<file path="config.mk">
export PLATFORM = sky130hd
export DESIGN_NAME = rst_cause_rec
export DESIGN_NICKNAME = d
export VERILOG_FILES = /design/src/rtl/rst_cause_pkg.sv /design/src/rtl/rst_cause_mb4_norm.sv /design/src/rtl/rst_cause_req_reg.sv /design/src/rtl/rst_cause_reg.sv /design/src/rtl/rst_cause_rec.sv
export SDC_FILE = /design/constraint.sdc
export NUM_CORES = 1
export LEC_CHECK = 0
export BUFFER_PORTS_ARGS = -buffer_cell sky130_fd_sc_hd__buf_4
export CORE_MARGIN = 1.5
export CORE_UTILIZATION = 30
export DETAILED_ROUTE_END_ITERATION = 16
export RECOVER_POWER = 25
export SLEW_MARGIN = 10
export SYNTH_ARGS = -nofsm -noshare
export SYNTH_HDL_FRONTEND = slang
export SYNTH_SLANG_ARGS = --single-unit
</file>
<file path="constraint.sdc">
create_clock -name clk_i -period 1.3 [get_ports clk_i]
set_clock_uncertainty 0.2 [all_clocks]
set_input_delay 0.065 -clock clk_i [delete_from_list [all_inputs] [get_ports clk_i]]
set_output_delay 0.065 -clock clk_i [all_outputs]
set_load 0.02 [all_outputs]
</file>
<file path="src/rtl/rst_cause_pkg.sv">
package rst_cause_pkg;
    localparam logic [3:0] MB4_TRUE  = 4'b0110;
    localparam logic [3:0] MB4_FALSE = 4'b1001;

    localparam int unsigned BIT_PWRUP = 0;
    localparam int unsigned BIT_LPX   = 1;
    localparam int unsigned BIT_SWREQ = 2;
    localparam int unsigned BIT_HWLSB = 3;

    typedef struct packed {
        logic [3:0] field;
    } req_state_t;
endpackage

</file>
<file path="src/rtl/rst_cause_mb4_norm.sv">
module rst_cause_mb4_norm
    import rst_cause_pkg::*;
(
    input  logic [3:0] raw_i,
    output logic       is_true_o,
    output logic [3:0] norm_o
);
    always_comb begin
        is_true_o = (raw_i == MB4_TRUE);
        norm_o    = is_true_o ? MB4_TRUE : MB4_FALSE;
    end
endmodule

</file>
<file path="src/rtl/rst_cause_req_reg.sv">
module rst_cause_req_reg
    import rst_cause_pkg::*;
(
    input  logic       clk_i,
    input  logic       rst_ni,
    input  logic       por_i,
    input  logic       done_i,
    input  logic       wr_i,
    input  logic [3:0] wdata_i,
    output logic [3:0] field_o
);
    req_state_t state_d, state_q;

    always_comb begin
        state_d = state_q;
        if (wr_i) begin
            state_d.field = wdata_i;
        end
        if (done_i) begin
            state_d.field = MB4_FALSE;
        end
        if (por_i) begin
            state_d.field = MB4_FALSE;
        end
    end

    always_ff @(posedge clk_i or negedge rst_ni) begin
        if (!rst_ni) begin
            state_q <= '{field: MB4_FALSE};
        end else begin
            state_q <= state_d;
        end
    end

    assign field_o = state_q.field;

    // completion always leaves the field at the false code
    p_done_clears_r5: assert property (@(posedge clk_i) disable iff (!rst_ni)
        done_i |=> (field_o == MB4_FALSE));
    // power-on forces the false code
    p_por_req_r7: assert property (@(posedge clk_i) disable iff (!rst_ni)
        por_i |=> (field_o == MB4_FALSE));
    // a lone write lands unchanged
    p_write_lands_r4: assert property (@(posedge clk_i) disable iff (!rst_ni)
        (wr_i && !done_i && !por_i) |=> (field_o == $past(wdata_i)));
endmodule

</file>
<file path="src/rtl/rst_cause_reg.sv">
module rst_cause_reg
    import rst_cause_pkg::*;
#(
    parameter int unsigned NumHw = 5,
    localparam int unsigned CauseW = BIT_HWLSB + NumHw
) (
    input  logic              clk_i,
    input  logic              rst_ni,
    input  logic              por_i,
    input  logic              done_i,
    input  logic              lpx_i,
    input  logic              sw_req_i,
    input  logic [NumHw-1:0]  hw_req_i,
    input  logic              clr_i,
    input  logic [CauseW-1:0] clr_mask_i,
    output logic [CauseW-1:0] cause_o
);
    localparam logic [CauseW-1:0] ResetVal = CauseW'(1) << BIT_PWRUP;

    logic [CauseW-1:0] cause_d, cause_q;
    logic [CauseW-1:0] set_vec;

    always_comb begin
        set_vec            = '0;
        set_vec[BIT_LPX]   = lpx_i;
        set_vec[BIT_SWREQ] = sw_req_i;
        for (int k = 0; k < int'(NumHw); k++) begin
            set_vec[BIT_HWLSB + k] = hw_req_i[k];
        end
    end

    always_comb begin
        cause_d = cause_q;
        if (clr_i) begin
            cause_d = cause_d & ~clr_mask_i;
        end
        if (done_i) begin
            cause_d = cause_d | set_vec;
        end
        if (por_i) begin
            cause_d = ResetVal;
        end
    end

    always_ff @(posedge clk_i or negedge rst_ni) begin
        if (!rst_ni) begin
            cause_q <= ResetVal;
        end else begin
            cause_q <= cause_d;
        end
    end

    assign cause_o = cause_q;

    // without a clear or power-on, no bit falls
    p_sticky_r2: assert property (@(posedge clk_i) disable iff (!rst_ni)
        (!por_i && !clr_i) |=> ((cause_q & $past(cause_q)) == $past(cause_q)));
    // hardware requesters present at completion end up recorded
    p_hw_recorded_r3: assert property (@(posedge clk_i) disable iff (!rst_ni)
        (done_i && !por_i) |=>
            ((cause_q[CauseW-1:BIT_HWLSB] & $past(hw_req_i)) == $past(hw_req_i)));
    p_lpx_set_wins_r6: assert property (@(posedge clk_i) disable iff (!rst_ni)
        (done_i && lpx_i && !por_i) |=> cause_q[BIT_LPX]);
    // power-on leaves only the power-up bit
    p_por_force_r7: assert property (@(posedge clk_i) disable iff (!rst_ni)
        por_i |=> (cause_q == ResetVal));
endmodule

</file>
<file path="src/rtl/rst_cause_rec.sv">
module rst_cause_rec
    import rst_cause_pkg::*;
#(
    parameter int unsigned NumHw = 5,
    localparam int unsigned DataW = BIT_HWLSB + NumHw
) (
    input  logic             clk_i,
    input  logic             rst_ni,
    input  logic             por_i,
    input  logic             lp_exit_i,
    input  logic [NumHw-1:0] hw_rst_req_i,
    input  logic             rst_done_i,
    input  logic             bus_wr_i,
    input  logic             bus_addr_i,
    input  logic [DataW-1:0] bus_wdata_i,
    output logic [DataW-1:0] bus_rdata_o,
    output logic [3:0]       sys_rst_req_o,
    output logic [DataW-1:0] cause_o
);
    logic       wr_req, wr_cause;
    logic [3:0] req_field;
    logic       req_true;

    assign wr_req   = bus_wr_i && !bus_addr_i;
    assign wr_cause = bus_wr_i &&  bus_addr_i;

    rst_cause_req_reg u_req (
        .clk_i   (clk_i),
        .rst_ni  (rst_ni),
        .por_i   (por_i),
        .done_i  (rst_done_i),
        .wr_i    (wr_req),
        .wdata_i (bus_wdata_i[3:0]),
        .field_o (req_field)
    );

    rst_cause_mb4_norm u_norm (
        .raw_i     (req_field),
        .is_true_o (req_true),
        .norm_o    (sys_rst_req_o)
    );

    rst_cause_reg #(.NumHw(NumHw)) u_cause (
        .clk_i      (clk_i),
        .rst_ni     (rst_ni),
        .por_i      (por_i),
        .done_i     (rst_done_i),
        .lpx_i      (lp_exit_i),
        .sw_req_i   (req_true),
        .hw_req_i   (hw_rst_req_i),
        .clr_i      (wr_cause),
        .clr_mask_i (bus_wdata_i),
        .cause_o    (cause_o)
    );

    always_comb begin
        if (bus_addr_i) begin
            bus_rdata_o = cause_o;
        end else begin
            bus_rdata_o = DataW'(req_field);
        end
    end

    // the output only ever carries one of the two legal codes
    p_out_legal_r4: assert property (@(posedge clk_i) disable iff (!rst_ni)
        (sys_rst_req_o == MB4_TRUE) || (sys_rst_req_o == MB4_FALSE));
endmodule

</file>
Word-level counts from Yosys, hierarchy flattened:

Index checks and enable logic that the tools add are counted.

* eq/ne operators: 1
* mux-type cells: 8
* bitwise logic cells: 3
* reductions and logical operators: 4

Operators with widths (count)
* $mux 8: 4
* $mux 4: 4
* $and 8x8->8: 1
* $not 8->8: 1
* $or 8x8->8: 1
* $eq 4x3->1 const B: 1
* $reduce_bool 3->1: 1
* $logic_and 1x1->1: 2
* $logic_not 1->1: 1

* flip-flop bits (word level): 12
* output and inout port bits: 20
* logic and storage cells: 18

Logic depth before layout (Yosys ltp):

Gate-level depths: netlist of run 1.

* word-level depth: 6
* gate-level depth with buffers: 5
* depth with buffers taken out: 3

Modules after synthesis:

From an unflattened synthesis of run 1, not the netlist that was laid out.

* cells, all modules: 63
* area total of the unflattened synthesis: 696.9 µm²

By module, submodules not included
* rst_cause_reg: times used 1, cells each 33, area an instance 364.1 µm², sequential area each 201.4 µm²
* rst_cause_req_reg: times used 1, cells each 14, area an instance 168.9 µm², sequential area each 102.6 µm²
* rst_cause_rec: times used 1, cells each 11, area an instance 117.6 µm², sequential area each 0.0 µm²
* rst_cause_mb4_norm: times used 1, cells each 5, area an instance 46.3 µm², sequential area each 0.0 µm²

Worst setup path after synthesis of run 1:

No wires, ideal clock.

* path type: register -> output
* start: reg u_req.state_q (netlist bit u_req.field_o[3])
* end: out sys_rst_req_o[3]
* data arrival time: 1.100 ns
* path slack: -0.065 ns
* cell stages (with the launch flop): 4
* buffers on the path: 1
* path through: dfstp_2 -> and4bb_2 -> inv_1 -> buf_4

* cells in the longest elaborated chain, start to end: 2

Ends and longest elaborated chain
* start, declared: line rst_cause_req_reg.sv:12 `req_state_t state_d, state_q;`
* start signal, assigned: line rst_cause_req_reg.sv:29 `state_q <= '{field: MB4_FALSE};`
* start signal, assigned: line rst_cause_req_reg.sv:31 `state_q <= state_d;`
* $eq 4x3->1: line rst_cause_mb4_norm.sv:9 `is_true_o = (raw_i == MB4_TRUE);`
* named net req_true: line rst_cause_rec.sv:22 `logic req_true;`
* $mux 4: line rst_cause_mb4_norm.sv:10 `norm_o = is_true_o ? MB4_TRUE : MB4_FALSE;`
* end, declared: line rst_cause_rec.sv:17 `output logic [3:0] sys_rst_req_o,`

The timed path passes the listed nets, and every way through them passes these cells.

Worst setup path after layout of run 1:

* start: reg u_req.state_q (netlist bit u_req.field_o[0])
* end: out sys_rst_req_o[0]

* cells in the longest elaborated chain, start to end: 2

Ends and longest elaborated chain (line)
* $eq 4x3->1: rst_cause_mb4_norm.sv:9
* $mux 4: rst_cause_mb4_norm.sv:10

Every way passes these cells.

==> key figures, run 1 <==
Outcome
  • Status: finished with violations
  • Failing checks: negative setup slack

Flow run
  • Max Cap Viol: 0

Hold path
  • Hold/Removal Path Class: in2reg
  • Hold Path Origin: bus_addr_i
  • Hold Path End: u_req.field_o[3]
  • Hold depth: 4

Critical path
  • CP Launch Type: flop
  • Reg2Reg Setup Slack: -170 ps
  • Crit path DAT: around 1300 ps
  • Req. time, crit path: 1030 ps
  • Reg2reg path depth: 4
  • Crit Path Class: reg2out
  • Critical path peak fanout: 4
  • Worst reg2reg path endpoint: u_cause.cause_o[2]
  • Crit. End Element: output pin
  • Worst flop-to-flop path startpoint: u_req.field_o[0]

Cells and area
  • Layout area overhead: 91.1%
  • N_diodes: 0
  • Share of layout cells above drive strength 1: 0.450
  • Final Core Density: 0.597
  • Fillers: roughly 190
  • Post-route cell area: approximately 1300 sq um
  • Final net count: approximately 150

Synth
  • Most instantiated cells after synthesis: nand3_1 (10), dfrtp_1 (9), nor2_1 (8)
  • Yosys top cell by area: dfrtp_1
  • Synthesized Nets: 86
  • Post-synth EDFFs: 0
  • Mapped Area: 678 sq um
  • Syn avg cell area: 10.3 sq um
  • Unique masters post-synth: 19
  • Count leader, synth: nand3_1
  • Mapped Cells: 66
  • Share of the synthesized area in the top cell type: 0.332
  • Register area share after synthesis: 0.448
  • Yosys Warn Count: 0
  • Seq cells post-synth: 12
  • Ys flop type: dfrtp_1
  • Post-synth ARST share: 1.00
  • Main area contributors after synthesis: dfrtp_1 (33%), dfstp_2 (12%), a22oi_1 (7.7%)

Drt
  • DR pass1 iterations: 4
  • DRT antenna net count: 0
  • Vias/cell: 4.61
  • Routed WL: about 2100 microns
  • Drt initial violations: 11
  • Via count: approximately 730
  • DRC: 0
  • Drt wl/cell: 13.3 microns

Clock tree
  • Reg clk slew, reported paths: approximately 80 ps
  • H-tree depth: 1
  • Max clock buf depth: 2
  • TritonCTS Sinks: 12
  • CTS tree: yes
  • Clock Latency Late Sink: ~270 ps
  • Root Driver: clkbuf_4
  • CTS buffer count: 3

GRT
  • Grt met1 use: 0.231
  • GR Util All Layers: 0.185
  • GR Util met2: 0.333
  • Total gr overflow: 0
  • GR peak layer: met2
  • Global-route wire length before repair: approximately 3600 microns
  • Number of antenna violations at the first check in global routing: 0
  • Met3 GRT Util: 0.0298
  • Largest net degree at the start of global routing: 19
  • Vias in the first global route: 794

Floorplan
  • Die Area: roughly 2600 sq um
  • Die Span X: slightly above 50 microns
  • Die Height: between 50 and 60 microns
  • Starting Density: 0.313
  • Core Region: roughly 2200 sq um
  • I/O pin count: 40
  • Rows: 17

Timing
  • Slew Limit Fails: 0
  • Final worst slack: -230 ps
  • Fin. Hold Viols: 0
  • Final setup viols: 9
  • Slew headroom: 0.707
  • Fmax: around 650 MHz
  • Hold slack: between 20 and 30 ps
  • Final min period: ~1500 ps
  • Worst Max-Slew Pin Slew: approximately 440 ps
  • Tcrit/Tclk final: 1.18
  • RSZ-0062 raised after global routing: true

Place
  • Dpl hpwl: 1210 microns
  • Placer congestion estimate: 0.719
  • I/O Buffers: 39
  • Post-DP Area: around 950 sq um

Pwr
  • Max IR drop VDD: between 0.5 and 0.6 mV
  • Power density over the cells: roughly 720 nW/um^2
  • Lkg Pwr: approximately 0.00063 uW
[worst max path at each step]
stage,slack [ps],cells past startpoint,startpoint,end
floorplan,-10,3,u_req.field_o[0],u_cause.cause_o[2]
global placement,-20,3,u_req.field_o[0],u_cause.cause_o[2]
detailed placement,-40,3,u_req.field_o[0],u_cause.cause_o[2]
CTS,-230,3,u_req.field_o[3],sys_rst_req_o[0]
global route,-280,3,u_req.field_o[0],sys_rst_req_o[0]
finish,-230,3,u_req.field_o[0],sys_rst_req_o[0]
[where the power goes]
part	internal, uW	switching, uW	total, uW
combinational	162	122	284
clock	119	125	243
sequential	393	13.1	406
[cells in the final DEF, fill, tap and decap left out]
cell and n:
nand2b_4 1, and4bb_2 1, dfstp_2 3, clkbuf_4 3, a22oi_1 6, mux2_4 2
nand3_1 10, a22oi_2 1, buf_4 33, and2_1 4, a21o_1 1, dlymetal6s4s_1 1
buf_6 8, mux2i_1 2, clkbuf_1 2, nand2_1 4, inv_2 1, dfrtp_1 9
nor2_1 8, nor3_2 2, mux2_2 2, clkbuf_2 1, dlygate4sd3_1 25, nor2b_4 1
[sequential cells by signal, summed over array words and instances (netlist names)]
name and flops:
u_cause.cause_o 8, u_req.field_o 4
[worst max-delay path: stages, from the launching register on]
cell      delay (ps)
dfstp_2          540
and4bb_2         270
inv_2             80
buf_6            110
[timing repair]
item	in CTS	in global routing
resized for setup	8	4
pin swaps	1	1
endpoints found under the setup margin	9	19
setup buffers	3	0
hold buffers	26	0
hold endpoints to repair	24	0
[kinds of logic (layout without fill, tap and decap cells)]
group,Yosys count,in the layout,synth area share
multiplexers,6,6,0.0959
AND/OR/NAND/NOR,31,31,0.266
AO/OA/AOI/OAI,8,8,0.0886
buffers and inverters,9,74,0.101
flip-flops,12,12,0.448
[layout make-up]
cell class,count,area (sq um),area share
Clock buffer,4,26.3,0.0203
Inverter,1,3.75,0.00290
Multi-Input combinational cell,45,318,0.245
Sequential cell,12,304,0.235
Tap cell,28,35.0,0.0270
Timing Repair Buffer,69,609,0.470
[per-stage QoR]
step | setup WS (ps) | power, uW | TNS, ps | cells
after global placement | -17.7 | 618 | -17.7 | 126
after CTS | -226 | 929 | -1830 | 159
after detailed placement | -38.2 | 620 | -38.2 | 126
after floorplan | -10.6 | 522 | -10.6 | 66
final | -230 | 933 | -1280 | 159
after global routing | -283 | 985 | -1670 | 159
[layer usage]
layer / up-vias / routed length (microns) / share of wire
met5: - / 0 / 0
met4: 0 / 0 / 0
met3: 0 / 69 / 0.033
met2: 20 / 1110 / 0.52
met1: 356 / 937 / 0.44
li1: 357 / - / -
No activity file was read; power rests on OpenSTA's default activity.
==> run 2, diff against run 1 <==
--- a/config.mk
+++ b/config.mk
@@ -5,9 +5,11 @@
 export SDC_FILE = /design/constraint.sdc
 export NUM_CORES = 1
 export LEC_CHECK = 0
+export ABC_AREA = 1
 export BUFFER_PORTS_ARGS = -buffer_cell sky130_fd_sc_hd__buf_4
 export CORE_MARGIN = 1.5
 export CORE_UTILIZATION = 30
+export CTS_CLUSTER_DIAMETER = 150
 export DETAILED_ROUTE_END_ITERATION = 16
 export RECOVER_POWER = 25
 export SLEW_MARGIN = 10
==> key figures, run 2 <==
Critical path
  • Crit. End Element: output pin
  • Reg2Reg Setup Slack: 250 ps
  • Critical path peak fanout: 3
  • Req. time, crit path: just over 1000 ps
  • CP Launch Type: flop
  • Crit path DAT: 1110 ps
  • Critical path's top delay family: flip-flops
  • Crit Path Class: reg2out
  • Ordered list of cells on the worst path: nor2_2 > nand2_2 > inv_2 > buf_6
  • CP Buf/Inv Count: 2
  • Slowest cell on crit path: dfstp_2
  • Crit path largest cell delay: 550 ps

GRT
  • Vias in the first global route: roughly 750
  • Global-route wire length before repair: around 3300 microns
  • Total gr overflow: 0
  • GR Util All Layers: 0.167
  • Number of antenna violations at the first check in global routing: 0
  • Largest net degree at the start of global routing: 20

Drt
  • Routed WL: slightly below 2000 microns
  • Drt initial violations: 9
  • DRC: 0
  • DRT antenna net count: 0
  • DR pass1 iterations: 4
  • Via count: slightly below 800
  • Vias/cell: 4.59
  • Drt wl/cell: between 10 and 15 microns

Timing
  • Tcrit/Tclk final: 1.06
  • Fin. Hold Viols: 0
  • Worst Max-Slew Pin Slew: 430 ps
  • Final worst slack: -76.7 ps
  • Final min period: 1380 ps
  • Fmax: ~730 MHz
  • RSZ-0062 raised after global routing: true
  • Slew headroom: 0.713
  • Slew Limit Fails: 0
  • Final setup viols: 6

Synth
  • Unique masters post-synth: 17
  • Most instantiated cells after synthesis: nand2_1 (31), nand3_1 (13), dfrtp_1 (9)
  • Mapped Area: ~730 sq um
  • Main area contributors after synthesis: dfrtp_1 (31%), nand2_1 (16%), dfstp_2 (11%)
  • Yosys Warn Count: 0
  • Ys flop type: dfrtp_1
  • Yosys top cell by area: dfrtp_1
  • Mapped Cells: 90
  • Count leader, synth: nand2_1
  • Syn avg cell area: roughly 8 sq um
  • Seq cells post-synth: 12
  • Post-synth ARST share: 1.00
  • Post-synth EDFFs: 0
  • Share of the synthesized area in the top cell type: 0.307
  • Synthesized Nets: 110
  • Register area share after synthesis: 0.415

Cells and area
  • Layout area overhead: 67.2%
  • Max reg flops: 8
  • Commonest non-fill, non-tap cell in the layout: buf_4
  • Share of layout cells above drive strength 1: 0.396
  • N_diodes: 0
  • Most frequent cells in the layout: buf_4 (34), nand2_1 (30), dlygate4sd3_1 (18)
  • FF+latch area: a little over 300 sq um
  • Multi-input logic area: 319 sq um
  • Final net count: about 170
  • Non-Filler Instances: approximately 170
  • Fillers: approximately 230
  • Post-route cell area: roughly 1200 sq um

Floorplan
  • Core Region: between 2000 and 2500 sq um
  • Die Span X: between 50 and 60 microns
  • Rows: 17
  • Die Height: about 52 microns
  • Die Area: roughly 2700 sq um
  • I/O pin count: 40
  • Starting Density: 0.325

Clock tree
  • H-tree depth: 1
  • Clock Latency Late Sink: about 270 ps
  • Max clock buf depth: 2
  • CTS buffer count: 3
  • Post-CTS Setup Inserts: 0
  • Reg clk slew, reported paths: roughly 70 ps
  • CTS tree: yes
  • TritonCTS Sinks: 12
  • Root Driver: clkbuf_4

Place
  • Post-Place Cells: around 150
  • Placer congestion estimate: ~0.76
  • Dpl hpwl: around 1300 microns
  • Post-DP Area: 986 sq um
  • I/O Buffers: 39

Pwr
  • Lkg Pwr: 0.000630 uW
  • Power share of the combinational group: 0.295
  • Switching power summed over all nets: approximately 260 uW
  • Part of the power in registers: 0.446
  • Cell-internal power: between 600 and 700 uW
  • Max IR drop VDD: just over 0.6 mV
  • Power density over the cells: 742 nW/um^2
  • Clk pwr share: 0.258
  • Sw Share: 0.289

Flow run
  • Max Cap Viol: 0

Outcome
  • Failing checks: negative setup slack
  • Status: finished with violations

Hold path
  • Hold/Removal Path Class: in2reg
[run 2: cell count changes after synthesis, moves of 2 or more]
cell | before | now
nand2_1 | 4 | 31
a21oi_1 | 0 | 7
a22oi_1 | 7 | 0
inv_1 | 1 | 8
nor2_1 | 8 | 1
and2_1 | 4 | 0
mux2_2 | 4 | 0
nand3_1 | 10 | 13
mux2i_1 | 2 | 0
nor3_2 | 2 | 0
o21ai_1 | 0 | 2
o21ai_2 | 0 | 2
[run 2: stage by stage]
stage,power [uW],setup WS (ps),TNS (ps),hold slack [ps],util
finish,910,-76.7,-301,46.1,0.544
global route,965,-142,-645,63.3,0.544
CTS,922,-85.9,-1060,32.6,0.542
detailed placement,632,140,0,-283,0.437
global placement,630,162,0,-285,0.437
floorplan,536,42.3,0,-431,-
[run 2: power by group through the flow]
stage                     Clock (uW)  Sequential [uW]  Combinational [uW]
after global placement             0              412                 218
after floorplan                    0              428                 108
after detailed placement           0              412                 220
after CTS                        246              406                 270
final                            235              406                 269
after global routing             264              409                 291
[run 2: cells by family after synthesis]
group                  Yosys count  share of synthesized area
and+or+nand+nor                 48                      0.323
DFF                             12                      0.415
buffers and inverters           18                      0.167
AOI/OAI and AO/OA               12                     0.0956
[run 2: layout make-up]
| type | count | area share |
|---|---|---|
| Inverter | 10 | 0.0388 |
| Multi-Input combinational cell | 60 | 0.260 |
| Clock buffer | 4 | 0.0214 |
| Tap cell | 28 | 0.0286 |
| Sequential cell | 12 | 0.248 |
| Timing Repair Buffer | 58 | 0.403 |
[run 2: worst paths after layout]
path                                  startpoint                  to  cells after the start
worst min-delay path                  bus_addr_i  u_cause.cause_o[0]                      3
worst min register to register  u_req.field_o[3]    u_req.field_o[3]                      2
worst max register to register  u_req.field_o[0]  u_cause.cause_o[2]                      3
worst max-delay path            u_req.field_o[0]    sys_rst_req_o[1]                      4
max in group asynchronous                 rst_ni  u_cause.cause_o[2]                      3
min in group asynchronous                 rst_ni  u_cause.cause_o[0]                      2
[run 2: worst register-to-register path, delay by kind of cell, from the launching register on]
kind | cells | cell delay, ps
compound gates | 1 | 60
flops | 1 | 550
simple gates | 2 | 130
[run 2: metal layers]
| metal | wire length [microns] | vias to the layer above | GRT usage |
|---|---|---|---|
| li1 | - | 388 | - |
| met1 | 796 | 368 | 0.190 |
| met2 | 1030 | 32 | 0.298 |
| met3 | 129 | 2 | 0.0371 |
| met4 | 27 | 0 | 0.0641 |
| met5 | 0 | - | 0 |
[run 2: timing repair]
| action | in CTS | in global routing |
|---|---|---|
| hold buffers | 19 | 0 |
| resized for setup | 7 | 4 |
| endpoints found under the hold margin | 24 | 0 |
| pin swaps | 3 | 1 |
| setup endpoints to repair | 6 | 17 |
